$ cat config.mk
export PLATFORM = sky130hd
export DESIGN_NAME = usb_in_pingpong
export DESIGN_NICKNAME = d
export VERILOG_FILES = /design/src/rtl/uip_pkg.sv /design/src/rtl/uip_bank_store.sv /design/src/rtl/uip_tx_engine.sv /design/src/rtl/usb_in_pingpong.sv
export SDC_FILE = /design/constraint.sdc
export NUM_CORES = 1
export LEC_CHECK = 0
export ABC_AREA = 1
export BUFFER_PORTS_ARGS = -buffer_cell sky130_fd_sc_hd__buf_2
export CORE_UTILIZATION = 35
export CTS_BUF_LIST = sky130_fd_sc_hd__clkbuf_8
export CTS_CLUSTER_SIZE = 14
export DETAILED_ROUTE_END_ITERATION = 16
export PLACE_DENSITY_LB_ADDON = 0.3
export RECOVER_POWER = 100
export SYNTH_ARGS = -nofsm -noshare
export SYNTH_HDL_FRONTEND = slang
export SYNTH_SLANG_ARGS = --single-unit
export TNS_END_PERCENT = 10
$ cat constraint.sdc
create_clock -name clk -period 2.41 [get_ports clk]
set_input_delay 0.1205 -clock clk [delete_from_list [all_inputs] [get_ports clk]]
set_output_delay 0.1205 -clock clk [all_outputs]
set_load 0.02 [all_outputs]
$ cat src/rtl/uip_pkg.sv
package uip_pkg;
  typedef enum logic [1:0] {
    TX_IDLE = 2'd0,
    TX_SEND = 2'd1,
    TX_WAIT = 2'd2
  } tx_state_e;
endpackage

$ cat src/rtl/uip_bank_store.sv
module uip_bank_store #(
  parameter int DW         = 8,
  parameter int BANK_BYTES = 64,
  localparam int CNTW      = $clog2(BANK_BYTES + 1),
  localparam int PTRW      = $clog2(BANK_BYTES)
) (
  input  logic            clk,
  input  logic            rst_n,
  input  logic            wr_en,
  input  logic            wr_bank,
  input  logic [DW-1:0]   wr_data,
  input  logic            arm,
  input  logic            rel,
  input  logic            rel_bank,
  input  logic            rd_bank,
  input  logic [PTRW-1:0] rd_idx,
  output logic [DW-1:0]   rd_data,
  output logic [CNTW-1:0] rd_len,
  output logic            overflow
);
  logic [DW-1:0]   bank_rd  [2];
  logic [CNTW-1:0] bank_cnt [2];
  logic [1:0]      bank_full;

  for (genvar b = 0; b < 2; b++) begin : g_bank
    logic [DW-1:0]   mem [BANK_BYTES];
    logic [CNTW-1:0] cnt_q;
    logic            we;

    assign bank_full[b] = (cnt_q == CNTW'(BANK_BYTES));
    assign we = wr_en && (wr_bank == 1'(b)) && !bank_full[b];

    always_ff @(posedge clk) begin
      if (we) mem[cnt_q[PTRW-1:0]] <= wr_data;
    end

    always_ff @(posedge clk) begin
      if (!rst_n) cnt_q <= '0;
      else if (rel && (rel_bank == 1'(b))) cnt_q <= '0;
      else if (we) cnt_q <= cnt_q + CNTW'(1);
    end

    assign bank_rd[b]  = mem[rd_idx];
    assign bank_cnt[b] = cnt_q;

    AST_CNT_BOUND: assert property (@(posedge clk) disable iff (!rst_n)
      cnt_q <= CNTW'(BANK_BYTES));
  end

  assign rd_data = bank_rd[rd_bank];
  assign rd_len  = bank_cnt[rd_bank];

  always_ff @(posedge clk) begin
    if (!rst_n) overflow <= 1'b0;
    else if (wr_en && bank_full[wr_bank]) overflow <= 1'b1;
    else if (arm) overflow <= 1'b0;
  end

  AST_OVF_ONLY_FULL: assert property (@(posedge clk) disable iff (!rst_n)
    $rose(overflow) |-> $past(wr_en));
endmodule

$ cat src/rtl/uip_tx_engine.sv
module uip_tx_engine
  import uip_pkg::*;
#(
  parameter int DW         = 8,
  parameter int BANK_BYTES = 64,
  localparam int CNTW      = $clog2(BANK_BYTES + 1),
  localparam int PTRW      = $clog2(BANK_BYTES)
) (
  input  logic            clk,
  input  logic            rst_n,
  input  logic            in_token,
  input  logic [1:0]      armed,
  input  logic [CNTW-1:0] len,
  input  logic [DW-1:0]   rd_data,
  output logic            rd_bank,
  output logic [PTRW-1:0] rd_idx,
  input  logic            tx_ready,
  output logic            tx_nak,
  output logic            tx_valid,
  output logic [DW-1:0]   tx_data,
  output logic            tx_last,
  output logic            tx_odd,
  input  logic            host_ack,
  input  logic            host_timeout,
  output logic            rel
);
  tx_state_e       state_q;
  logic [CNTW-1:0] rptr_q;
  logic            rsel_q;
  logic            tog_q;
  logic            zlp;
  logic            fire;

  assign zlp      = (len == '0);
  assign tx_valid = (state_q == TX_SEND) && !zlp;
  assign tx_last  = (state_q == TX_SEND) && (zlp || (rptr_q == len - CNTW'(1)));
  assign tx_data  = rd_data;
  assign fire     = tx_valid && tx_ready;
  assign tx_nak   = in_token && (state_q == TX_IDLE) && !armed[rsel_q];
  assign rel      = (state_q == TX_WAIT) && host_ack;
  assign rd_bank  = rsel_q;
  assign rd_idx   = rptr_q[PTRW-1:0];
  assign tx_odd   = tog_q;

  always_ff @(posedge clk) begin
    if (!rst_n) begin
      state_q <= TX_IDLE;
      rptr_q  <= '0;
      rsel_q  <= 1'b0;
      tog_q   <= 1'b0;
    end else begin
      unique case (state_q)
        TX_IDLE: begin
          if (in_token && armed[rsel_q]) begin
            state_q <= TX_SEND;
            rptr_q  <= '0;
          end
        end
        TX_SEND: begin
          if (zlp || (fire && tx_last)) state_q <= TX_WAIT;
          else if (fire) rptr_q <= rptr_q + CNTW'(1);
        end
        TX_WAIT: begin
          if (host_ack) begin
            state_q <= TX_IDLE;
            rsel_q  <= ~rsel_q;
            tog_q   <= ~tog_q;
          end else if (host_timeout) begin
            state_q <= TX_IDLE;
          end
        end
        default: state_q <= TX_IDLE;
      endcase
    end
  end

  AST_NAK_NO_DATA: assert property (@(posedge clk) disable iff (!rst_n)
    tx_nak |=> !tx_valid);
  AST_HOLD_BEAT: assert property (@(posedge clk) disable iff (!rst_n)
    (tx_valid && !tx_ready) |=> (tx_valid && $stable(tx_data) && $stable(tx_last)));
  AST_TOGGLE_ON_ACK: assert property (@(posedge clk) disable iff (!rst_n)
    !rel |=> $stable(tx_odd));
  AST_TIMEOUT_KEEPS: assert property (@(posedge clk) disable iff (!rst_n)
    ((state_q == TX_WAIT) && host_timeout && !host_ack) |=> armed[rsel_q]);
endmodule

$ cat src/rtl/usb_in_pingpong.sv
module usb_in_pingpong #(
  parameter int DW         = 8,
  parameter int BANK_BYTES = 64,
  localparam int CNTW      = $clog2(BANK_BYTES + 1),
  localparam int PTRW      = $clog2(BANK_BYTES)
) (
  input  logic          clk,
  input  logic          rst_n,
  input  logic          fw_wr_valid,
  output logic          fw_wr_ready,
  input  logic [DW-1:0] fw_wr_data,
  input  logic          fw_pkt_set,
  input  logic          fw_txc_clr,
  output logic          fw_wr_bank,
  output logic [1:0]    fw_pkt_ready,
  output logic          fw_txcomp,
  output logic          fw_overflow,
  output logic          fw_irq,
  input  logic          in_token,
  output logic          tx_nak,
  output logic          tx_valid,
  input  logic          tx_ready,
  output logic [DW-1:0] tx_data,
  output logic          tx_last,
  output logic          tx_odd,
  input  logic          host_ack,
  input  logic          host_timeout
);
  logic [1:0]      armed_q;
  logic            wsel_q;
  logic            txc_q;
  logic            arm_ok;
  logic            rel;
  logic            rd_bank;
  logic [PTRW-1:0] rd_idx;
  logic [DW-1:0]   rd_data;
  logic [CNTW-1:0] rd_len;

  assign fw_wr_ready  = !armed_q[wsel_q];
  assign arm_ok       = fw_pkt_set && !armed_q[wsel_q];
  assign fw_wr_bank   = wsel_q;
  assign fw_pkt_ready = armed_q;
  assign fw_txcomp    = txc_q;
  assign fw_irq       = txc_q;

  always_ff @(posedge clk) begin
    if (!rst_n) begin
      armed_q <= 2'b00;
      wsel_q  <= 1'b0;
      txc_q   <= 1'b0;
    end else begin
      for (int b = 0; b < 2; b++) begin
        if (rel && (rd_bank == 1'(b))) armed_q[b] <= 1'b0;
        else if (arm_ok && (wsel_q == 1'(b))) armed_q[b] <= 1'b1;
      end
      if (arm_ok) wsel_q <= ~wsel_q;
      if (rel) txc_q <= 1'b1;
      else if (fw_txc_clr) txc_q <= 1'b0;
    end
  end

  uip_bank_store #(.DW(DW), .BANK_BYTES(BANK_BYTES)) u_store (
    .clk      (clk),
    .rst_n    (rst_n),
    .wr_en    (fw_wr_valid && fw_wr_ready),
    .wr_bank  (wsel_q),
    .wr_data  (fw_wr_data),
    .arm      (arm_ok),
    .rel      (rel),
    .rel_bank (rd_bank),
    .rd_bank  (rd_bank),
    .rd_idx   (rd_idx),
    .rd_data  (rd_data),
    .rd_len   (rd_len),
    .overflow (fw_overflow)
  );

  uip_tx_engine #(.DW(DW), .BANK_BYTES(BANK_BYTES)) u_engine (
    .clk          (clk),
    .rst_n        (rst_n),
    .in_token     (in_token),
    .armed        (armed_q),
    .len          (rd_len),
    .rd_data      (rd_data),
    .rd_bank      (rd_bank),
    .rd_idx       (rd_idx),
    .tx_ready     (tx_ready),
    .tx_nak       (tx_nak),
    .tx_valid     (tx_valid),
    .tx_data      (tx_data),
    .tx_last      (tx_last),
    .tx_odd       (tx_odd),
    .host_ack     (host_ack),
    .host_timeout (host_timeout),
    .rel          (rel)
  );

  AST_ARM_FLIPS_BANK: assert property (@(posedge clk) disable iff (!rst_n)
    arm_ok |=> (fw_wr_bank != $past(fw_wr_bank)));
  AST_IRQ_FROM_ACK: assert property (@(posedge clk) disable iff (!rst_n)
    $rose(fw_irq) |-> $past(host_ack));
  AST_REL_ONLY_ARMED: assert property (@(posedge clk) disable iff (!rst_n)
    rel |-> fw_pkt_ready[rd_bank]);
endmodule

-- Word level (Yosys, flattened, before mapping)
Memory sizes are Yosys's and may differ from the RTL's. A register that Yosys moved wholly into a read port is not among the register bits.
Cells that the tools add are included.
- input port bits: 17
- memories: 2
- logic and storage cells: 104
- memory bits (writable): 1024
- flip-flop bits (word level): 30
- $add $sub $neg: 4
- multiplexer cells: 33
- reduce and logical (&&, ||, !) cells: 36
- bitwise gates (word level): 5
- order comparisons: 3
- equality and inequality tests: 10
- memory list (memory ; depth ; width ; rd ports ; clocked after memory_dff ; wr ports ; RTL line ; RTL):
    u_store.g_bank[0].mem ; 64 ; 8 ; 1 ; 1 ; 1 ; uip_bank_store.sv:26 ; logic [DW-1:0] mem [BANK_BYTES];
    u_store.g_bank[1].mem ; 64 ; 8 ; 1 ; 1 ; 1 ; uip_bank_store.sv:26 ;
- operators with widths (operator ; number):
    7-bit 2-to-1 mux ; 6
    6-bit 2-to-1 mux ; 4
    8-bit 2-to-1 mux ; 3
    7-bit by 1-bit adder with 7-bit output (second input constant) ; 3
    1-bit logical AND ; 19
    7-bit equality test (second input constant) ; 2
    1-bit 2-to-1 mux ; 14
    7-bit one-hot mux with 2 select lines ; 1
    2-bit 2-to-1 mux ; 4
    7-bit equality test ; 1
    7-bit logical NOT ; 1
    7-bit by 1-bit subtractor with 7-bit output (second input constant) ; 1
    2-bit != test (second input constant) ; 3
    2-bit one-hot mux with 3 select lines ; 1
    2-bit nonzero test ; 3
    1-bit logical NOT ; 5
    1-bit by 2-bit less-than comparator with 1-bit output (second input constant) ; 2
    1-bit NOT ; 4
    4-bit AND reduction ; 1
    2-bit OR reduction ; 2
    3-bit != test (second input constant) ; 1
    3-bit AND reduction ; 1
    2-bit by 1-bit equality test with 1-bit output (second input constant) ; 1
    2-bit equality test (second input constant) ; 1
    other kinds (6) ; 7

-- Depth between registers and ports, before layout
Gate-level depths: netlist of run 1.
- word-level depth: 14
- depth in mapped cells: 18
- mapped depth without buffers: 16

-- By module
A second synthesis of run 1 with hierarchy kept.
- cells, all modules: 3873
- area total of the unflattened synthesis: 43940.9 um^2
- by module, submodules not included (module ; sequential area each (um^2) ; area an instance (um^2) ; times used ; cells an instance):
    uip_bank_store ; 31049.8 ; 42709.7 ; 1 ; 3675
    uip_tx_engine ; 220.2 ; 1032.2 ; 1 ; 170
    usb_in_pingpong ; 80.1 ; 198.9 ; 1 ; 28

-- Least setup slack after synthesis of run 1
No wires, ideal clock.
- kind: reg2reg
- from: reg u_store.g_bank[0].cnt_q[1]
- to: mem u_store.g_bank[0].mem[39][0], enable pin
- library setup time: 0.383 ns
- stages on the path, launching flop included: 10
- data required time: 2.027 ns
- clock period less this slack: 2.289 ns
- arrival time: 1.906 ns
- path slack: 0.121 ns
- cells stage by stage: dfxtp_1 inv_1 ha_1 nand4_1 nand3_2 nor2_1 inv_2 nor2_2 nand2_1 nor3_1
- cells in the longest elaborated chain, start to end: 5
- RTL lines (what ; RTL line ; RTL):
    start: declaration ; uip_bank_store.sv:27 ; logic [CNTW-1:0] cnt_q;
    start signal: assignment ; uip_bank_store.sv:40 ; else if (we) cnt_q <= cnt_q + CNTW'(1);
    7-bit equality test ; uip_bank_store.sv:30 ; assign bank_full[b] = (cnt_q == CNTW'(BANK_BYTES));
    1-bit logical NOT ; uip_bank_store.sv:31 ; assign we = wr_en && (wr_bank == 1'(b)) && !bank_full[b];
    1-bit logical AND ; uip_bank_store.sv:31 ;
    1-bit 2-to-1 mux ; uip_bank_store.sv:34 ; if (we) mem[cnt_q[PTRW-1:0]] <= wr_data;
    1-bit 2-to-1 mux (implied by the code) ; uip_bank_store.sv:34 ;
    end: declaration ; uip_bank_store.sv:26 ;
Parallel ways exist; a longest one is shown, timed or not.

==> impl_metrics.ini, run 1 <==
[clocking]
path_clk_slew_ps = 60
cts_max_path_buffers = 3
cts_tree = done
cts.sinks = 1060
cts_inserted_buffers = 174
clock_latency_ps = 850
cts_root_buffer = clkbuf_8
htree_levels = 4

[cells_and_area]
utilization = 0.4325
mostFrequentLayoutCells = 1,024 x edfxtp_1, 732 x nor2_1, 549 x o21ai_0, 370 x nand2_1, 257 x buf_4
nNetsFinal = 4035
final_common_cell = edfxtp_1
area_growth_pct = 22.31
fin_area_um2 = 52780
drive_above_1_share = 0.1857
stdcell_count = 5768

[detailed_routing]
vias = 30323
antenna_left = 0
drc_errors = 0
wl_per_cell_um = 21.97
drt-initial-drc-count = 3215
via_per_inst = 5.257
routed_wl_mm = 126.7
drt_first_pass_iters = 5

[worst_setup_path]
required_ps = 2290
cp_max_fo = 26
arrival_ps = 3240
worst-r2r-setup-slack_ps = -170
worst-setup-path-type = flop to output port
cp_slowest_cell = o211ai_1
worstSetupEndpointType = output port
max_stage_delay_ps = 470
rr_worst_depth = 12
r2r_start = u_store.g_bank[1].cnt_q[0]$_SDFFE_PP0P_
startpoint_type = flop
path_cells = clkbuf_16 -> clkinv_16 -> buf_12 -> nor2_1 -> o22ai_1 -> nor2_1 -> o211ai_1 -> nand3_2 -> nand2_1 -> nand2_1 -> nand2_2 -> buf_6
r2r_end = u_store.g_bank[1].mem[48][1]$_DFFE_PP_

[synth]
yosysSeqAreaShare = 0.7293
synth_nets = 3617
synth_compound_area_frac = 0.1218
synthXorXnorAreaFrac = 0.0004059
syn-cell-area_um2 = 43150
postSynthCellCount = 3593
synthAdderAreaFrac = 0.002030
avgSynthCellArea_um2 = 12.01
muxShareOfSynthArea = 0
synth_top_family_by_area = compound AO/OA/AOI/OAI gates
synth_seq_cells = 1060
yosys.cell_types.count = 39
yosysWarnings = 0
synthSimpleGateAreaFrac = 0.1144

[timing]
rsz0062_at_grt = yes
slew_headroom = -0.5063
max_slew.worst_pin.slew_ps = 2259
hold_viol = 0
min_period_ps = 3365
drv_slew = 343
setup_violations = 90
fmax_mhz = 297.2
fin_crit_sh = 1.396
finClkSkew_ps = 45.84
setup_ws_ps = -955.3
fin_tns_setup_ps = -15160

[die]
row_count = 128
initial_core_util = 0.3536
dieWidth_um = 353.1
io_pins = 36
fp.dieH_um = 353.1
design.core.area_um2 = 122000
fp.dieArea_um2 = 124700

[placement]
place_area_um2 = 48180
hpwl_mm = 76.24
place_congestion = 0.8561
dp_cells = 5389
io_buffers = 35

[grt]
first_global_vias = 28794
antenna_found_initial = 3
grt_use_total = 0.1971
grt_overflow_total = 0
grt_start_max_net_pins = 129
grt_pass1_wl_mm = 185.3

[pwr]
peakVddDrop_mv = 0.8377
power_density_nw_per_um2 = 970.0
p_leak_nw = 18.44

[outcome]
violations = capacitance limit, slew limit, setup timing
run_status = finished with violations

[job]
max_cap_viol_count = 6

[min_path]
holdCritPathClass = input port to flop
hold-path-endpoint = fw_pkt_ready[0]$_SDFFE_PP0P_
hold_depth = 4
worstHoldStart = fw_pkt_set
[repair_timing]
item,in CTS,in global routing
cloned,12,10
setup buffers,9,22
resized for setup,94,133
setup endpoints to repair,77,446
hold buffers,19,0
hold endpoints to repair,799,0
pin swaps,32,52
[routing by layer]
layer,GRT usage,wire length [um],vias to the layer above
li1,-,-,13912
met1,0.2794,55370,14963
met2,0.3049,58130,1245
met3,0.03814,10250,201
met4,0.06190,2984,2
met5,0,10,-
[synthesized netlist by cell type, drive strengths merged]
cell type	instances	area share
a2111oi	1	0.00023
a211oi	2	0.00035
a21oi	27	0.0037
buf	87	0.012
clkbuf	145	0.013
clkinv	1	0.000087
dfxtp	36	0.017
edfxtp	1024	0.71
ha	7	0.0020
inv	87	0.0077
nand2	421	0.037
nand3	72	0.0088
nand3b	2	0.00035
nand4	4	0.00058
nor2	750	0.066
nor3	9	0.0010
nor3b	2	0.00035
o211ai	64	0.011
o21ai	589	0.068
o21bai	3	0.00061
o221ai	1	0.00020
o22ai	256	0.037
o31ai	1	0.00017
xor2	2	0.00041
[where the power goes]
group / switching [mW] / total (mW) / internal, mW
Sequential: 0.179 / 20.5 / 20.3
Combinational: 10.1 / 16.2 / 6.06
Clock: 7.18 / 14.5 / 7.31
[worst max-delay path by stage]
stage,endpoint,cells past startpoint,start
4_1_cts,tx_data[5],14,flop
6_report,tx_data[3],12,flop
2_1_floorplan,u_store.g_bank[0].mem[39][0]$_DFFE_PP_,9,u_store.g_bank[0].cnt_q[1]$_SDFFE_PP0P_
3_5_place_dp,tx_data[4],12,flop
5_1_grt,tx_data[5],14,flop
3_3_place_gp,tx_data[7],12,flop
[per-stage QoR]
stage,hold WS (ps),setup slack (ps),power (mW)
after CTS,55.79,-930.2,50.63
after global placement,378.2,-271.4,34.80
after global routing,125.6,-1028,53.38
after detailed placement,390.8,-242.6,34.82
final,160.9,-955.3,51.20
after floorplan,219.4,121.1,28.43
[cell type report]
class / instances / area [um^2]
multi-input combinational: 2213 / 10650
timing repair inverter: 2 / 50.05
clock inverter: 128 / 661.9
antenna: 1 / 2.502
inverter: 88 / 377.9
tap: 1625 / 2033
fill: 11280 / 69260
sequential: 1060 / 31480
clock buffer: 179 / 2464
timing repair buffer: 472 / 5054
[worst max-delay path, delay by kind of cell (launching register included)]
kind / cells / cell delay (ps)
AOI/OAI and AO/OA: 2 / 630
DFF: 1 / 380
and+or+nand+nor: 6 / 750
buffers and inverters: 4 / 630
[cell families (layout without fill, tap and decap cells)]
logic type,count (synthesis),in the layout
DFF,1060,1060
AOI/OAI and AO/OA,944,944
xor gates and xnor gates,2,2
adders and majority gates,7,7
other,0,1
and+or+nand+nor,1260,1260
buffers and inverters,320,869
[state kept, by name, summed over array words and instances, names as in the netlist, named ones only]
signal,flops
u_store.overflow,1
u_engine.state_q,2
u_engine.tx_odd,1
fw_pkt_ready,2
u_store.g_bank.mem,1024
fw_irq,1
fw_wr_bank,1
u_engine.rptr_q,7
u_engine.rd_bank,1
u_store.g_bank.cnt_q,14
(Power assumes the default switching activity.)
==> inputs of run 2 (changes only) <==
Settings changed: CORE_MARGIN set to 2.
==> run 2 against run 1 <==
The run still ends with capacitance limit, slew limit, setup timing left. Count of clock-buffer cells in the layout grew 5. Register-to-register slack gained 120 ps. Non-clock buffer count grew 36. Sequential power is essentially flat. First-iteration DRC count grew 3.3%. Hold slack got worse by 49 ps. Power is 1.1% higher. Sequential share of layout area decreased by 0.55 points.
==> impl_metrics.ini, run 2 (synthesized netlist as in run 1, its figures left out) <==
[outcome]
run_status = finished with violations
violations = capacitance limit, slew limit, setup timing

[cells_and_area]
area_growth_pct = 23.46
final.fill_count = 11239
drive_above_1_share = 0.1964
final_common_cell = edfxtp_1
largest_reg_flops = 1024
nNetsFinal = 4074
utilization = 0.4366
fin_area_um2 = 53280
mostFrequentLayoutCells = 1,024 x edfxtp_1, 723 x nor2_1, 536 x o21ai_0, 366 x nand2_1, 292 x buf_4

[timing]
fin_crit_sh = 1.420
drv_slew = 222
fin_tns_setup_ps = -13960
setup_ws_ps = -1012
hold_viol = 0
slew_headroom = -0.4559
finClkSkew_ps = 41.18
rsz0062_at_grt = yes
setup_violations = 121
fmax_mhz = 292.2
max_slew.worst_pin.slew_ps = 2184
min_period_ps = 3422

[grt]
grt_overflow_total = 0
grt_pass1_wl_mm = 187.5
antenna_found_initial = 2
grt_use_total = 0.1959
first_global_vias = 29665
grt_start_max_net_pins = 94

[worst_setup_path]
worst-r2r-setup-slack_ps = -50
cpMostUsedCell = nand2_2
r2r_start = u_store.g_bank[0].cnt_q[0]$_SDFFE_PP0P_
cp_max_fo = 7
startpoint_type = flop
required_ps = 2290
rr_worst_depth = 11
arrival_ps = 3300
worst-setup-path-type = flop to output port
worstSetupEndpointType = output port
r2r_end = u_store.g_bank[0].mem[42][5]$_DFFE_PP_
max_stage_delay_ps = 380
cp_slowest_cell = dfxtp_4
path_cells = buf_12 -> clkinv_16 -> buf_12 -> buf_16 -> buf_12 -> buf_16 -> o21ai_4 -> o22ai_2 -> nand2_2 -> nand2_2 -> nand2_1 -> o211ai_1 -> nand3_1 -> buf_6 -> nand2_2 -> nand2_2 -> nand2_2 -> buf_6

[clocking]
cts_inserted_buffers = 177
cts.sinks = 1060
clock_latency_ps = 860
htree_levels = 4
cts_tree = done
path_clk_slew_ps = 60
cts_root_buffer = clkbuf_8
cts_max_path_buffers = 3

[pwr]
peakVddDrop_mv = 0.8854
p_leak_nw = 18.76
power_density_nw_per_um2 = 971.4

[min_path]
hold_depth = 5
holdCritPathClass = input port to flop
worstHoldStart = host_ack
hold-path-endpoint = u_engine.state_q[1]$_SDFFE_PN0P_

[detailed_routing]
vias = 30477
antenna_left = 0
drt-initial-drc-count = 3320
wl_per_cell_um = 21.78
topRoutingLayerUsed = met4
routed_wl_mm = 126.7
drt_first_pass_iters = 5
wl_met3_mm = 9.142
drt-met1-wl_mm = 55.32
drc_errors = 0
via_per_inst = 5.239
wl_met2_mm = 58.98

[placement]
hpwl_mm = 76.03
place_congestion = 0.8646
io_buffers = 35
place_area_um2 = 48260

[die]
io_pins = 36
row_count = 128
design.core.area_um2 = 122000
fp.dieArea_um2 = 126100
fp.dieH_um = 355.1
dieWidth_um = 355.1
initial_core_util = 0.3536

[job]
max_cap_viol_count = 5
==> run 2: what timing repair did <==
item,4_1_cts,5_1_grt
gates resized for setup,100,172
setup endpoints to repair,23,537
hold buffers,19,0
pin swaps,32,73
buffers inserted,18,27
cloned,14,8
endpoints found under the hold margin,748,0
==> run 2: critical path: cells and delay by family, from the launching register on <==
| kind | cells | cell delay, ps |
|---|---|---|
| buffers and inverters | 8 | 1100 |
| AO/OA/AOI/OAI | 3 | 350 |
| flip-flops | 1 | 380 |
| AND/OR/NAND/NOR | 7 | 590 |
==> run 2: worst max path at each step <==
stage	from	endpoint
after floorplan	u_store.g_bank[0].cnt_q[1]$_SDFFE_PP0P_	u_store.g_bank[0].mem[39][0]$_DFFE_PP_
after global placement	u_engine.rd_bank$_SDFFE_PN0P_	flop
after detailed placement	u_engine.rd_bank$_SDFFE_PN0P_	flop
after CTS	flop	tx_data[6]
after global routing	flop	tx_data[5]
final	flop	tx_data[5]
==> run 2: layout make-up <==
type / count / area [um^2] / area share
inverters: 88 / 369.1 / 0.006928
diodes: 2 / 5.005 / 0.00009394
well taps: 1625 / 2033 / 0.03816
flip-flops and latches: 1060 / 31490 / 0.5910
clock inverters: 135 / 681.9 / 0.01280
clock buffers: 184 / 2532 / 0.04753
repair buffers: 508 / 5376 / 0.1009
repair inverters: 2 / 27.53 / 0.0005167
multi-input cells: 2213 / 10760 / 0.2020
==> run 2: where the power goes <==
group          leakage [nW]  total [mW]  internal [mW]  switching (mW)
Clock                  1.89        14.7           7.49            7.20
Combinational          7.38        16.6           6.47            10.1
Sequential             9.50        20.5           20.3           0.156
==> run 2: per-stage QoR <==
stage | std cells | power (mW) | hold slack [ps] | setup slack (ps)
after floorplan | 3593 | 28.43 | 219.4 | 121.1
after global placement | 5413 | 34.60 | 385.2 | -424.0
after detailed placement | 5413 | 34.61 | 380.9 | -445.2
after CTS | 5783 | 50.96 | 39.40 | -1034
after global routing | 5817 | 54.15 | 101.0 | -1154
final | 5817 | 51.75 | 111.9 | -1012
==> run 2: routing by layer <==
layer / GRT usage / vias up
li1: - / 14011
met1: 0.2742 / 15054
met2: 0.3117 / 1199
met3: 0.03236 / 213
met4: 0.06186 / 0
met5: 0 / -
